**src/rtl/motion_irq_pkg.sv**
```systemverilog
package motion_irq_pkg;

    parameter int unsigned SMP_W = 16;
    parameter int unsigned THR_W = 7;
    parameter int unsigned DUR_W = 7;
    parameter int unsigned N_AXES = 3;

    localparam int unsigned SHIFT = SMP_W - 1 - THR_W;
    localparam int unsigned MAG_W = SMP_W - SHIFT;
    localparam int unsigned RUN_W = DUR_W + 1;

    typedef enum logic [1:0] {
        MODE_OR   = 2'b00,
        MODE_MOVE = 2'b01,
        MODE_AND  = 2'b10,
        MODE_POS  = 2'b11
    } mode_e;

    typedef struct packed {
        logic zh;
        logic zl;
        logic yh;
        logic yl;
        logic xh;
        logic xl;
    } dir_t;

    typedef struct packed {
        mode_e mode;
        dir_t  en;
    } cfg_t;

    function automatic logic [MAG_W-1:0] mag_hi(input logic signed [SMP_W-1:0] s);
        logic [SMP_W-1:0] m;
        m = s[SMP_W-1] ? SMP_W'(-s) : SMP_W'(s);
        return MAG_W'(m >> SHIFT);
    endfunction

endpackage

```
**src/rtl/motion_axis_cmp.sv**
```systemverilog
module motion_axis_cmp
    import motion_irq_pkg::*;
(
    input  logic signed [SMP_W-1:0] smp_i,
    input  logic [THR_W-1:0]        thr_i,
    input  logic                    six_d_i,
    output logic                    hi_o,
    output logic                    lo_o
);
    logic [MAG_W-1:0] mag;
    logic             above;
    logic             below;

    always_comb begin
        mag   = mag_hi(smp_i);
        above = mag > MAG_W'(thr_i);
        below = mag < MAG_W'(thr_i);
        if (six_d_i) begin
            hi_o = above & ~smp_i[SMP_W-1];
            lo_o = above &  smp_i[SMP_W-1];
        end else begin
            hi_o = above;
            lo_o = below;
        end
    end
endmodule

```
**src/rtl/motion_combine.sv**
```systemverilog
module motion_combine
    import motion_irq_pkg::*;
(
    input  logic  clk,
    input  logic  rst,
    input  logic  vld_i,
    input  cfg_t  cfg_i,
    input  dir_t  ev_i,
    output logic  cond_o
);
    dir_t masked;
    dir_t prev_q;

    always_comb begin
        masked = ev_i & cfg_i.en;
        unique case (cfg_i.mode)
            MODE_OR:   cond_o = |masked;
            MODE_AND:  cond_o = (cfg_i.en != '0) && (masked == cfg_i.en);
            MODE_POS:  cond_o = ($countones(masked) == 1);
            MODE_MOVE: cond_o = (masked != '0) && (masked != prev_q);
            default:   cond_o = 1'b0;
        endcase
    end

    always_ff @(posedge clk) begin
        if (rst)        prev_q <= '0;
        else if (vld_i) prev_q <= masked;
    end

    // the previous direction set is only replaced on a sample
    a_r6_prev_hold: assert property (@(posedge clk) disable iff (rst)
        !vld_i |=> $stable(prev_q));
endmodule

```
**src/rtl/motion_qualify.sv**
```systemverilog
module motion_qualify
    import motion_irq_pkg::*;
(
    input  logic             clk,
    input  logic             rst,
    input  logic             vld_i,
    input  logic             cond_i,
    input  dir_t             ev_i,
    input  logic [DUR_W-1:0] dur_i,
    input  logic             latch_en_i,
    input  logic             rd_i,
    output logic             ia_o,
    output dir_t             src_o
);
    localparam logic [RUN_W-1:0] RUN_MAX = '1;

    logic [RUN_W-1:0] run_q, run_nx;
    logic             qual, held, ia_q;
    dir_t             src_q;

    always_comb begin
        if (!cond_i)               run_nx = '0;
        else if (run_q == RUN_MAX) run_nx = run_q;
        else                       run_nx = run_q + 1'b1;
        qual = cond_i && (run_nx > RUN_W'(dur_i));
        held = latch_en_i && ia_q && !rd_i;
    end

    always_ff @(posedge clk) begin
        if (rst) begin
            run_q <= '0;
            ia_q  <= 1'b0;
            src_q <= '0;
        end else begin
            if (vld_i) run_q <= run_nx;
            if (vld_i && !held) begin
                ia_q  <= qual;
                src_q <= ev_i;
            end else if (rd_i && latch_en_i) begin
                ia_q  <= 1'b0;
            end
        end
    end

    assign ia_o  = ia_q;
    assign src_o = src_q;

    a_r7_run_clear: assert property (@(posedge clk) disable iff (rst)
        (vld_i && !cond_i) |=> (run_q == '0));
    a_r7_min_run: assert property (@(posedge clk) disable iff (rst)
        $rose(ia_q) |-> (run_q > RUN_W'($past(dur_i))));
    a_r8_idle_stable: assert property (@(posedge clk) disable iff (rst)
        (!vld_i && !(latch_en_i && rd_i)) |=> ($stable(ia_q) && $stable(src_q)));
    a_r9_latched_hold: assert property (@(posedge clk) disable iff (rst)
        (latch_en_i && ia_q && !rd_i) |=> (ia_q && $stable(src_q)));
    a_r9_read_clear: assert property (@(posedge clk) disable iff (rst)
        (latch_en_i && rd_i && !vld_i) |=> !ia_q);
endmodule

```
**src/rtl/motion_irq_gen.sv**
```systemverilog
module motion_irq_gen
    import motion_irq_pkg::*;
(
    input  logic                    clk,
    input  logic                    rst,
    input  logic                    smp_vld_i,
    input  logic signed [SMP_W-1:0] x_i,
    input  logic signed [SMP_W-1:0] y_i,
    input  logic signed [SMP_W-1:0] z_i,
    input  logic [7:0]              cfg_i,
    input  logic [THR_W-1:0]        thr_i,
    input  logic [DUR_W-1:0]        dur_i,
    input  logic                    latch_en_i,
    input  logic                    src_rd_i,
    input  logic                    pol_i,
    input  logic                    od_i,
    output logic [7:0]              src_o,
    output logic                    irq_pin_o,
    output logic                    irq_drive_o
);
    cfg_t                    cfg;
    logic signed [SMP_W-1:0] smp [N_AXES];
    logic [N_AXES-1:0]       hi, lo;
    dir_t                    ev, src_bits;
    logic                    cond, ia, level;

    assign cfg    = cfg_t'(cfg_i);
    assign smp[0] = x_i;
    assign smp[1] = y_i;
    assign smp[2] = z_i;

    for (genvar g = 0; g < N_AXES; g++) begin : g_axis
        motion_axis_cmp u_cmp (
            .smp_i   (smp[g]),
            .thr_i   (thr_i),
            .six_d_i (cfg.mode[0]),
            .hi_o    (hi[g]),
            .lo_o    (lo[g])
        );
    end

    assign ev = '{zh: hi[2], zl: lo[2], yh: hi[1], yl: lo[1], xh: hi[0], xl: lo[0]};

    motion_combine u_comb (
        .clk    (clk),
        .rst    (rst),
        .vld_i  (smp_vld_i),
        .cfg_i  (cfg),
        .ev_i   (ev),
        .cond_o (cond)
    );

    motion_qualify u_qual (
        .clk        (clk),
        .rst        (rst),
        .vld_i      (smp_vld_i),
        .cond_i     (cond),
        .ev_i       (ev),
        .dur_i      (dur_i),
        .latch_en_i (latch_en_i),
        .rd_i       (src_rd_i),
        .ia_o       (ia),
        .src_o      (src_bits)
    );

    assign src_o       = {1'b0, ia, src_bits};
    assign level       = ia ^ pol_i;
    assign irq_pin_o   = level;
    assign irq_drive_o = !od_i || !level;

    // an active flag on a push-pull pin shows the active level, driven
    a_r10_pushpull_active: assert property (@(posedge clk) disable iff (rst)
        (!od_i && src_o[6]) |-> (irq_drive_o && (irq_pin_o == !pol_i)));
    // an open-drain pin is released whenever its level is high
    a_r10_od_release: assert property (@(posedge clk) disable iff (rst)
        (od_i && irq_pin_o) |-> !irq_drive_o);
endmodule

```
**config.mk**
```make
export PLATFORM = sky130hd
export DESIGN_NAME = motion_irq_gen
export DESIGN_NICKNAME = d
export VERILOG_FILES = /design/src/rtl/motion_irq_pkg.sv /design/src/rtl/motion_axis_cmp.sv /design/src/rtl/motion_combine.sv /design/src/rtl/motion_qualify.sv /design/src/rtl/motion_irq_gen.sv
export SDC_FILE = /design/constraint.sdc
export NUM_CORES = 1
export LEC_CHECK = 0
export BUFFER_PORTS_ARGS = -buffer_cell sky130_fd_sc_hd__buf_2
export CAP_MARGIN = 20
export CORE_MARGIN = 10
export CORE_UTILIZATION = 57
export CTS_BUF_LIST = sky130_fd_sc_hd__clkbuf_16
export CTS_CLUSTER_SIZE = 14
export DETAILED_ROUTE_END_ITERATION = 6
export PLACE_DENSITY = 0.87
export SETUP_SLACK_MARGIN = 0.15
export SYNTH_ARGS = -nofsm -noshare
export SYNTH_HDL_FRONTEND = slang
export SYNTH_SLANG_ARGS = --single-unit
```
**constraint.sdc**
```tcl
create_clock -name clk -period 14.25 [get_ports clk]
set_clock_uncertainty 0.2 [all_clocks]
set_input_delay 0.7125 -clock clk [delete_from_list [all_inputs] [get_ports clk]]
set_output_delay 0.7125 -clock clk [all_outputs]
set_load 0.005 [all_outputs]
```
Yosys cells after proc, flatten, opt, wreduce, memory -nomap -nowiden:

Cells that the tools add are included.

* bits in registers: 21
* input port bits: 77
* output and inout bits: 10

* $add $sub $neg: 9
* magnitude comparators: 7
* equality and inequality tests: 7
* mux-type cells: 14
* bitwise logic cells: 11
* reductions and logical operators: 17

Operators by type and width (number)
* adder 32 bit: 2
* two-way mux 16 bit: 3
* negator 16 bit: 3
* == test 32 x 2 -> 1 bit (second input constant): 1
* greater-than comparator 8 x 7 -> 1 bit: 4
* < comparator 8 x 7 -> 1 bit: 3
* two-way mux 8 bit: 2
* nonzero test 6 bit: 2
* adder 8 x 1 -> 8 bit (second input constant): 1
* == test 8 bit (second input constant): 1
* two-way mux 1 bit: 8
* logical AND 1 bit: 7
* adder 1 x 1 -> 2 bit: 3
* AND 1 bit: 6
* AND 6 bit: 1
* == test 6 bit: 1
* inequality test 6 bit: 1
* OR reduction 6 bit: 1
* == test 2 bit (second input constant): 2
* zero test 1 bit: 4
* one-hot mux 1 bit (4 select lines): 1
* NOT 1 bit: 3
* == test 2 x 1 -> 1 bit (second input constant): 1
* zero test 2 bit: 1
* 3 further kinds: 3

Logic depth before layout (Yosys ltp):

* word-level depth: 15
* mapped depth: 34

Modules after synthesis:

From an unflattened synthesis, not the netlist that was laid out.

* cells, all modules: 341
* area total of the unflattened synthesis: 2856.5 µm²

By module, submodules not included
* motion_qualify: instances 1, cells an instance 119, area an instance 1053.5 µm², seq. area each 300.3 µm²
* motion_axis_cmp at g_axis[0].u_cmp ...: instances 2, cells an instance 47, area an instance 394.1 µm², seq. area each 0.0 µm²
* motion_combine: instances 1, cells an instance 70, area an instance 564.3 µm², seq. area each 120.1 µm²
* motion_axis_cmp at g_axis[1].u_cmp: instances 1, cells an instance 53, area an instance 419.2 µm², seq. area each 0.0 µm²
* motion_irq_gen: instances 1, cells an instance 5, area an instance 31.3 µm², seq. area each 0.0 µm²

Worst setup path after synthesis:

OpenSTA, ideal clock, no wires.

* path type: input-to-reg
* start: input z_i[7]
* end: register u_qual.ia_q (netlist: u_qual.ia_o)
* arrival: 6612 ps
* data required time: 13927 ps
* setup slack: 7315 ps
* stages: 32
* path through: nor4_1 -> nand2_1 -> or3_1 -> or3_1 -> o31ai_1 -> xnor2_1 -> ha_1 -> and3_1 -> o2111ai_1 -> a31oi_1 -> o31a_1 -> nand2_1 -> inv_1 -> ha_1 -> fa_1 -> ha_1 -> nor4_1 -> and3_1 -> nor2_1 -> o21a_4 -> buf_6 -> nor2_1 -> ha_1 -> nor2b_1 -> o21a_1 -> o21a_1 -> o21a_1 -> o21a_1 -> o21a_1 -> o22ai_1 -> a211o_1 -> o21ai_1

RTL lines
* from (decl): line motion_irq_gen.sv:9 `input logic signed [SMP_W-1:0] z_i,`
* to (signal assigned): line motion_qualify.sv:37 `ia_q <= qual;`
* to (decl): line motion_qualify.sv:18 `logic qual, held, ia_q;`

Final worst setup path:

* start: input z_i[7]
* end: register u_qual.ia_q (netlist: u_qual.ia_o)

* cells in the longest elaborated chain, start to end: 14

RTL lines
* negator 16 bit (*): line motion_irq_pkg.sv:35 `m = s[SMP_W-1] ? SMP_W'(-s) : SMP_W'(s);`
* two-way mux 16 bit (*): line motion_irq_pkg.sv:35
* greater-than comparator 8 x 7 -> 1 bit: line motion_axis_cmp.sv:16 `above = mag > MAG_W'(thr_i);`
* AND 1 bit, on equally long branches: line motion_axis_cmp.sv:20, motion_axis_cmp.sv:19
* two-way mux 1 bit: line motion_axis_cmp.sv:18 `if (six_d_i) begin`
* AND 6 bit (*): line motion_combine.sv:15 `masked = ev_i & cfg_i.en;`
* adder 1 x 1 -> 2 bit (implied by the code): line motion_combine.sv:19 `MODE_POS: cond_o = ($countones(masked) == 1);`
* adder 32 bit (implied by the code): line motion_combine.sv:19
* == test 32 x 2 -> 1 bit: line motion_combine.sv:19
* one-hot mux 1 bit (4 select lines) (*): line motion_combine.sv:16 `unique case (cfg_i.mode)`
* two-way mux 8 bit (*): line motion_qualify.sv:22 `if (!cond_i) run_nx = '0;`
* named net u_qual.run_nx[1]: line motion_qualify.sv:17 `logic [RUN_W-1:0] run_q, run_nx;`
* greater-than comparator 8 x 7 -> 1 bit (*): line motion_qualify.sv:25 `qual = cond_i && (run_nx > RUN_W'(dur_i));`
* logical AND 1 bit (*): line motion_qualify.sv:25
* two-way mux 1 bit (*): line motion_qualify.sv:36 `if (vld_i && !held) begin`

Mark *: on every way through the listed nets, which the timed path passes. The rest lies on a longest branch.
A chain may end at the register's enable or synchronous reset.

==> impl_metrics.env <==
export IMPL_slew_violations=0
export IMPL_r2r_end="u_qual.ia_o"
export IMPL_worst_slack_ns=7.03
export IMPL_yosysSeqAreaShare=0.151
export IMPL_worstMarginPinSlew_ns=0.885
export IMPL_setup_viol=0
export IMPL_synth_most_common_cell="ha_1"
export IMPL_async_flop_share=0
export IMPL_grt_pass1_wl_um=12900
export IMPL_portBuffers=85
export IMPL_slowest_stage="fa_1"
export IMPL_cts_tree="built"
export IMPL_synthesis_nets=474
export IMPL_fill_cells=382
export IMPL_cp_required_ns=14.20
export IMPL_rows=25
export IMPL_grt_max_degree=22
export IMPL_wl_per_cell_um=14.8
export IMPL_p_total_uw=220
export IMPL_insertion_delay_ns=0.26
export IMPL_synthTopCellsByCount="ha_1 (36), nor2_1 (34), nand2_1 (33), inv_1 (27)"
export IMPL_grt_pass1_vias=2901
export IMPL_diodes=0
export IMPL_post_place_cells=498
export IMPL_cts_sinks=21
export IMPL_whs_ns=0.296
export IMPL_rsz0062_at_grt="no"
export IMPL_drive_gt1_frac=0.237
export IMPL_reg2reg_from="u_qual.run_q[0]"
export IMPL_leakage_nw=1.58
export IMPL_path_common_cell="o21a_1"
export IMPL_synth_edf_count=0
export IMPL_dieWidth_um=89.9
export IMPL_hpwl_um=6240
export IMPL_nNetsFinal=551
export IMPL_drc=0
export IMPL_grt_usage=0.180
export IMPL_hold_depth=2
export IMPL_netlist_area_mm2=0.00278
export IMPL_cts_root_buffer="clkbuf_16"
export IMPL_cp_arrival_ns=7.16
export IMPL_post_cts_buffers=0
export IMPL_cpLargestDelayFamily="simple AND/OR/NAND/NOR gates"
export IMPL_hold_class="register to register"
export IMPL_slowest_delay_ns=0.40
export IMPL_drt_pass1_iter_count=5
export IMPL_crit_fanout=14
export IMPL_synth_cell_type_count=65
export IMPL_grt_antenna_before_repair=0
export IMPL_relSlewSlack=0.406
export IMPL_min_period_ns=7.22
export IMPL_crit_start="z_i[7]"
export IMPL_worstSetupEndpointType="register"
export IMPL_start_util=0.589
export IMPL_numCtsBuffers=3
export IMPL_whs_endpoint="u_qual.src_o[3]"
export IMPL_irDropWorstVdd_mv=0.0508
export IMPL_fin_cells=502
export IMPL_cts_hold_fix_buffers=0
export IMPL_dieArea_mm2=0.00808
export IMPL_reg2reg_depth=16
export IMPL_cts_max_path_buffers=2
export IMPL_avgViaCountPerCell=5.74
export IMPL_cp_buffers_inverters=3
export IMPL_fmax_ghz=0.139
export IMPL_place_gp_congestion=0.865
export IMPL_synth_top_area_frac=0.162
export IMPL_synthTopCellsByArea="ha_1 (16%), dfxtp_1 (15%), xnor2_1 (6.6%)"
export IMPL_ys_ff_latch=21
export IMPL_fin_setup_tns_ns=0
export IMPL_drtIter0Drc=220
export IMPL_period_share=0.507
export IMPL_place_ws_ns=6.78
export IMPL_synthCells=359
export IMPL_ys_warn_count=0
export IMPL_cap_violations=0
export IMPL_avgSynthCellArea_um2=7.75
export IMPL_post_cts_resized=0
export IMPL_p_per_area_mw_per_mm2=66.4
export IMPL_synth_ff_type="dfxtp_1"
export IMPL_io_pins=87
export IMPL_overflow=0
export IMPL_cts_clk_slew_worst_paths_ns=0.06
export IMPL_critPathKind="input pin to register"
export IMPL_cts_htree_levels=1
export IMPL_synth_top_area_cell="ha_1"
export IMPL_core_region_area_mm2=0.00472
export IMPL_status="complete, no violations"
export IMPL_rrSetupSlack_ns=10.65
export IMPL_fp_dieH_um=89.9
export IMPL_num_vias=2882
export IMPL_start_kind="input pin"
export IMPL_ant_nets=0
export IMPL_drt_wl_total_um=7450
export IMPL_hold_path_startpoint="u_qual.src_o[3]"
export IMPL_hold_viol=0
export IMPL_syn2layout_area_growth_pct=18.8
## where the power goes
group          total (mW)  switching (mW)  internal (mW)
Sequential         0.0638         0.00222         0.0615
Clock              0.0601          0.0226         0.0375
Combinational      0.0957          0.0529         0.0427
## cell type report
class                      instances  area [µm²]  share of cell area
sequential                        21         420               0.127
tap                               67        83.8              0.0253
clock inverter                     1        3.75             0.00113
inverter                          28         110              0.0333
timing repair buffer              85         425               0.129
multi-input combinational        297        2190               0.662
clock buffer                       3        75.1              0.0227
## worst reg2reg max path, cell delays in order, from the launching register on
cell     delay, ns
dfxtp_1       0.43
ha_1          0.24
nand2_1       0.08
nor2_1        0.24
and3_1        0.42
mux2i_1       0.28
nor2_1        0.07
ha_1          0.29
nor2b_1       0.14
o21a_1        0.16
o21a_1        0.16
o21a_1        0.16
o21a_1        0.16
o21a_1        0.16
o22ai_1       0.12
a211o_1       0.14
o21ai_1       0.05
## registers in the layout (all words and copies together), names as in the netlist
signal	flops
u_qual.ia_o	1
u_qual.run_q	8
u_qual.src_o	6
u_comb.prev_q	6
## layer usage
metal / track usage / up-vias / share of wire
met5: 0 / - / 0
met4: 0.0451 / 0 / 0.011
met3: 0.0424 / 9 / 0.074
met2: 0.301 / 121 / 0.45
met1: 0.226 / 1295 / 0.46
li1: - / 1457 / -
## stage by stage
stage	area, µm²	utilization
floorplan	2780	-
global placement	3230	0.684
detailed placement	3230	0.684
CTS	3310	0.700
global route	3310	0.700
finish	3310	0.700
## cells in the final DEF, fill, tap and decap left out, types with 11 or more instances in the layout
| cell type | count |
|---|---|
| o21ai_0 | 11 |
| nand2_1 | 33 |
| xor2_1 | 11 |
| dfxtp_1 | 21 |
| buf_2 | 85 |
| xnor2_1 | 21 |
| nor2_1 | 34 |
| nand3_1 | 13 |
| a21oi_1 | 20 |
| ha_1 | 36 |
| inv_1 | 28 |
## cells by family (layout without fill, tap and decap cells)
| logic type | Yosys count | count (layout) | share of synthesized area |
|---|---|---|---|
| AND/OR/NAND/NOR | 133 | 133 | 0.254 |
| AO/OA/AOI/OAI | 83 | 83 | 0.218 |
| other | 1 | 1 | 0.00135 |
| flip-flops | 21 | 21 | 0.151 |
| multiplexers | 10 | 10 | 0.0360 |
| XOR/XNOR | 32 | 32 | 0.101 |
| adder cells (fa/ha/maj) | 38 | 38 | 0.176 |
| buffers and inverters | 41 | 117 | 0.0625 |
## how the worst max path moves through the flow
stage                  endpoint  cells past startpoint
floorplan           u_qual.ia_o                     32
global placement    u_qual.ia_o                     34
detailed placement  u_qual.ia_o                     34
CTS                 u_qual.ia_o                     34
global route        u_qual.ia_o                     34
finish              u_qual.ia_o                     34
No activity file was read; power rests on OpenSTA's default activity.
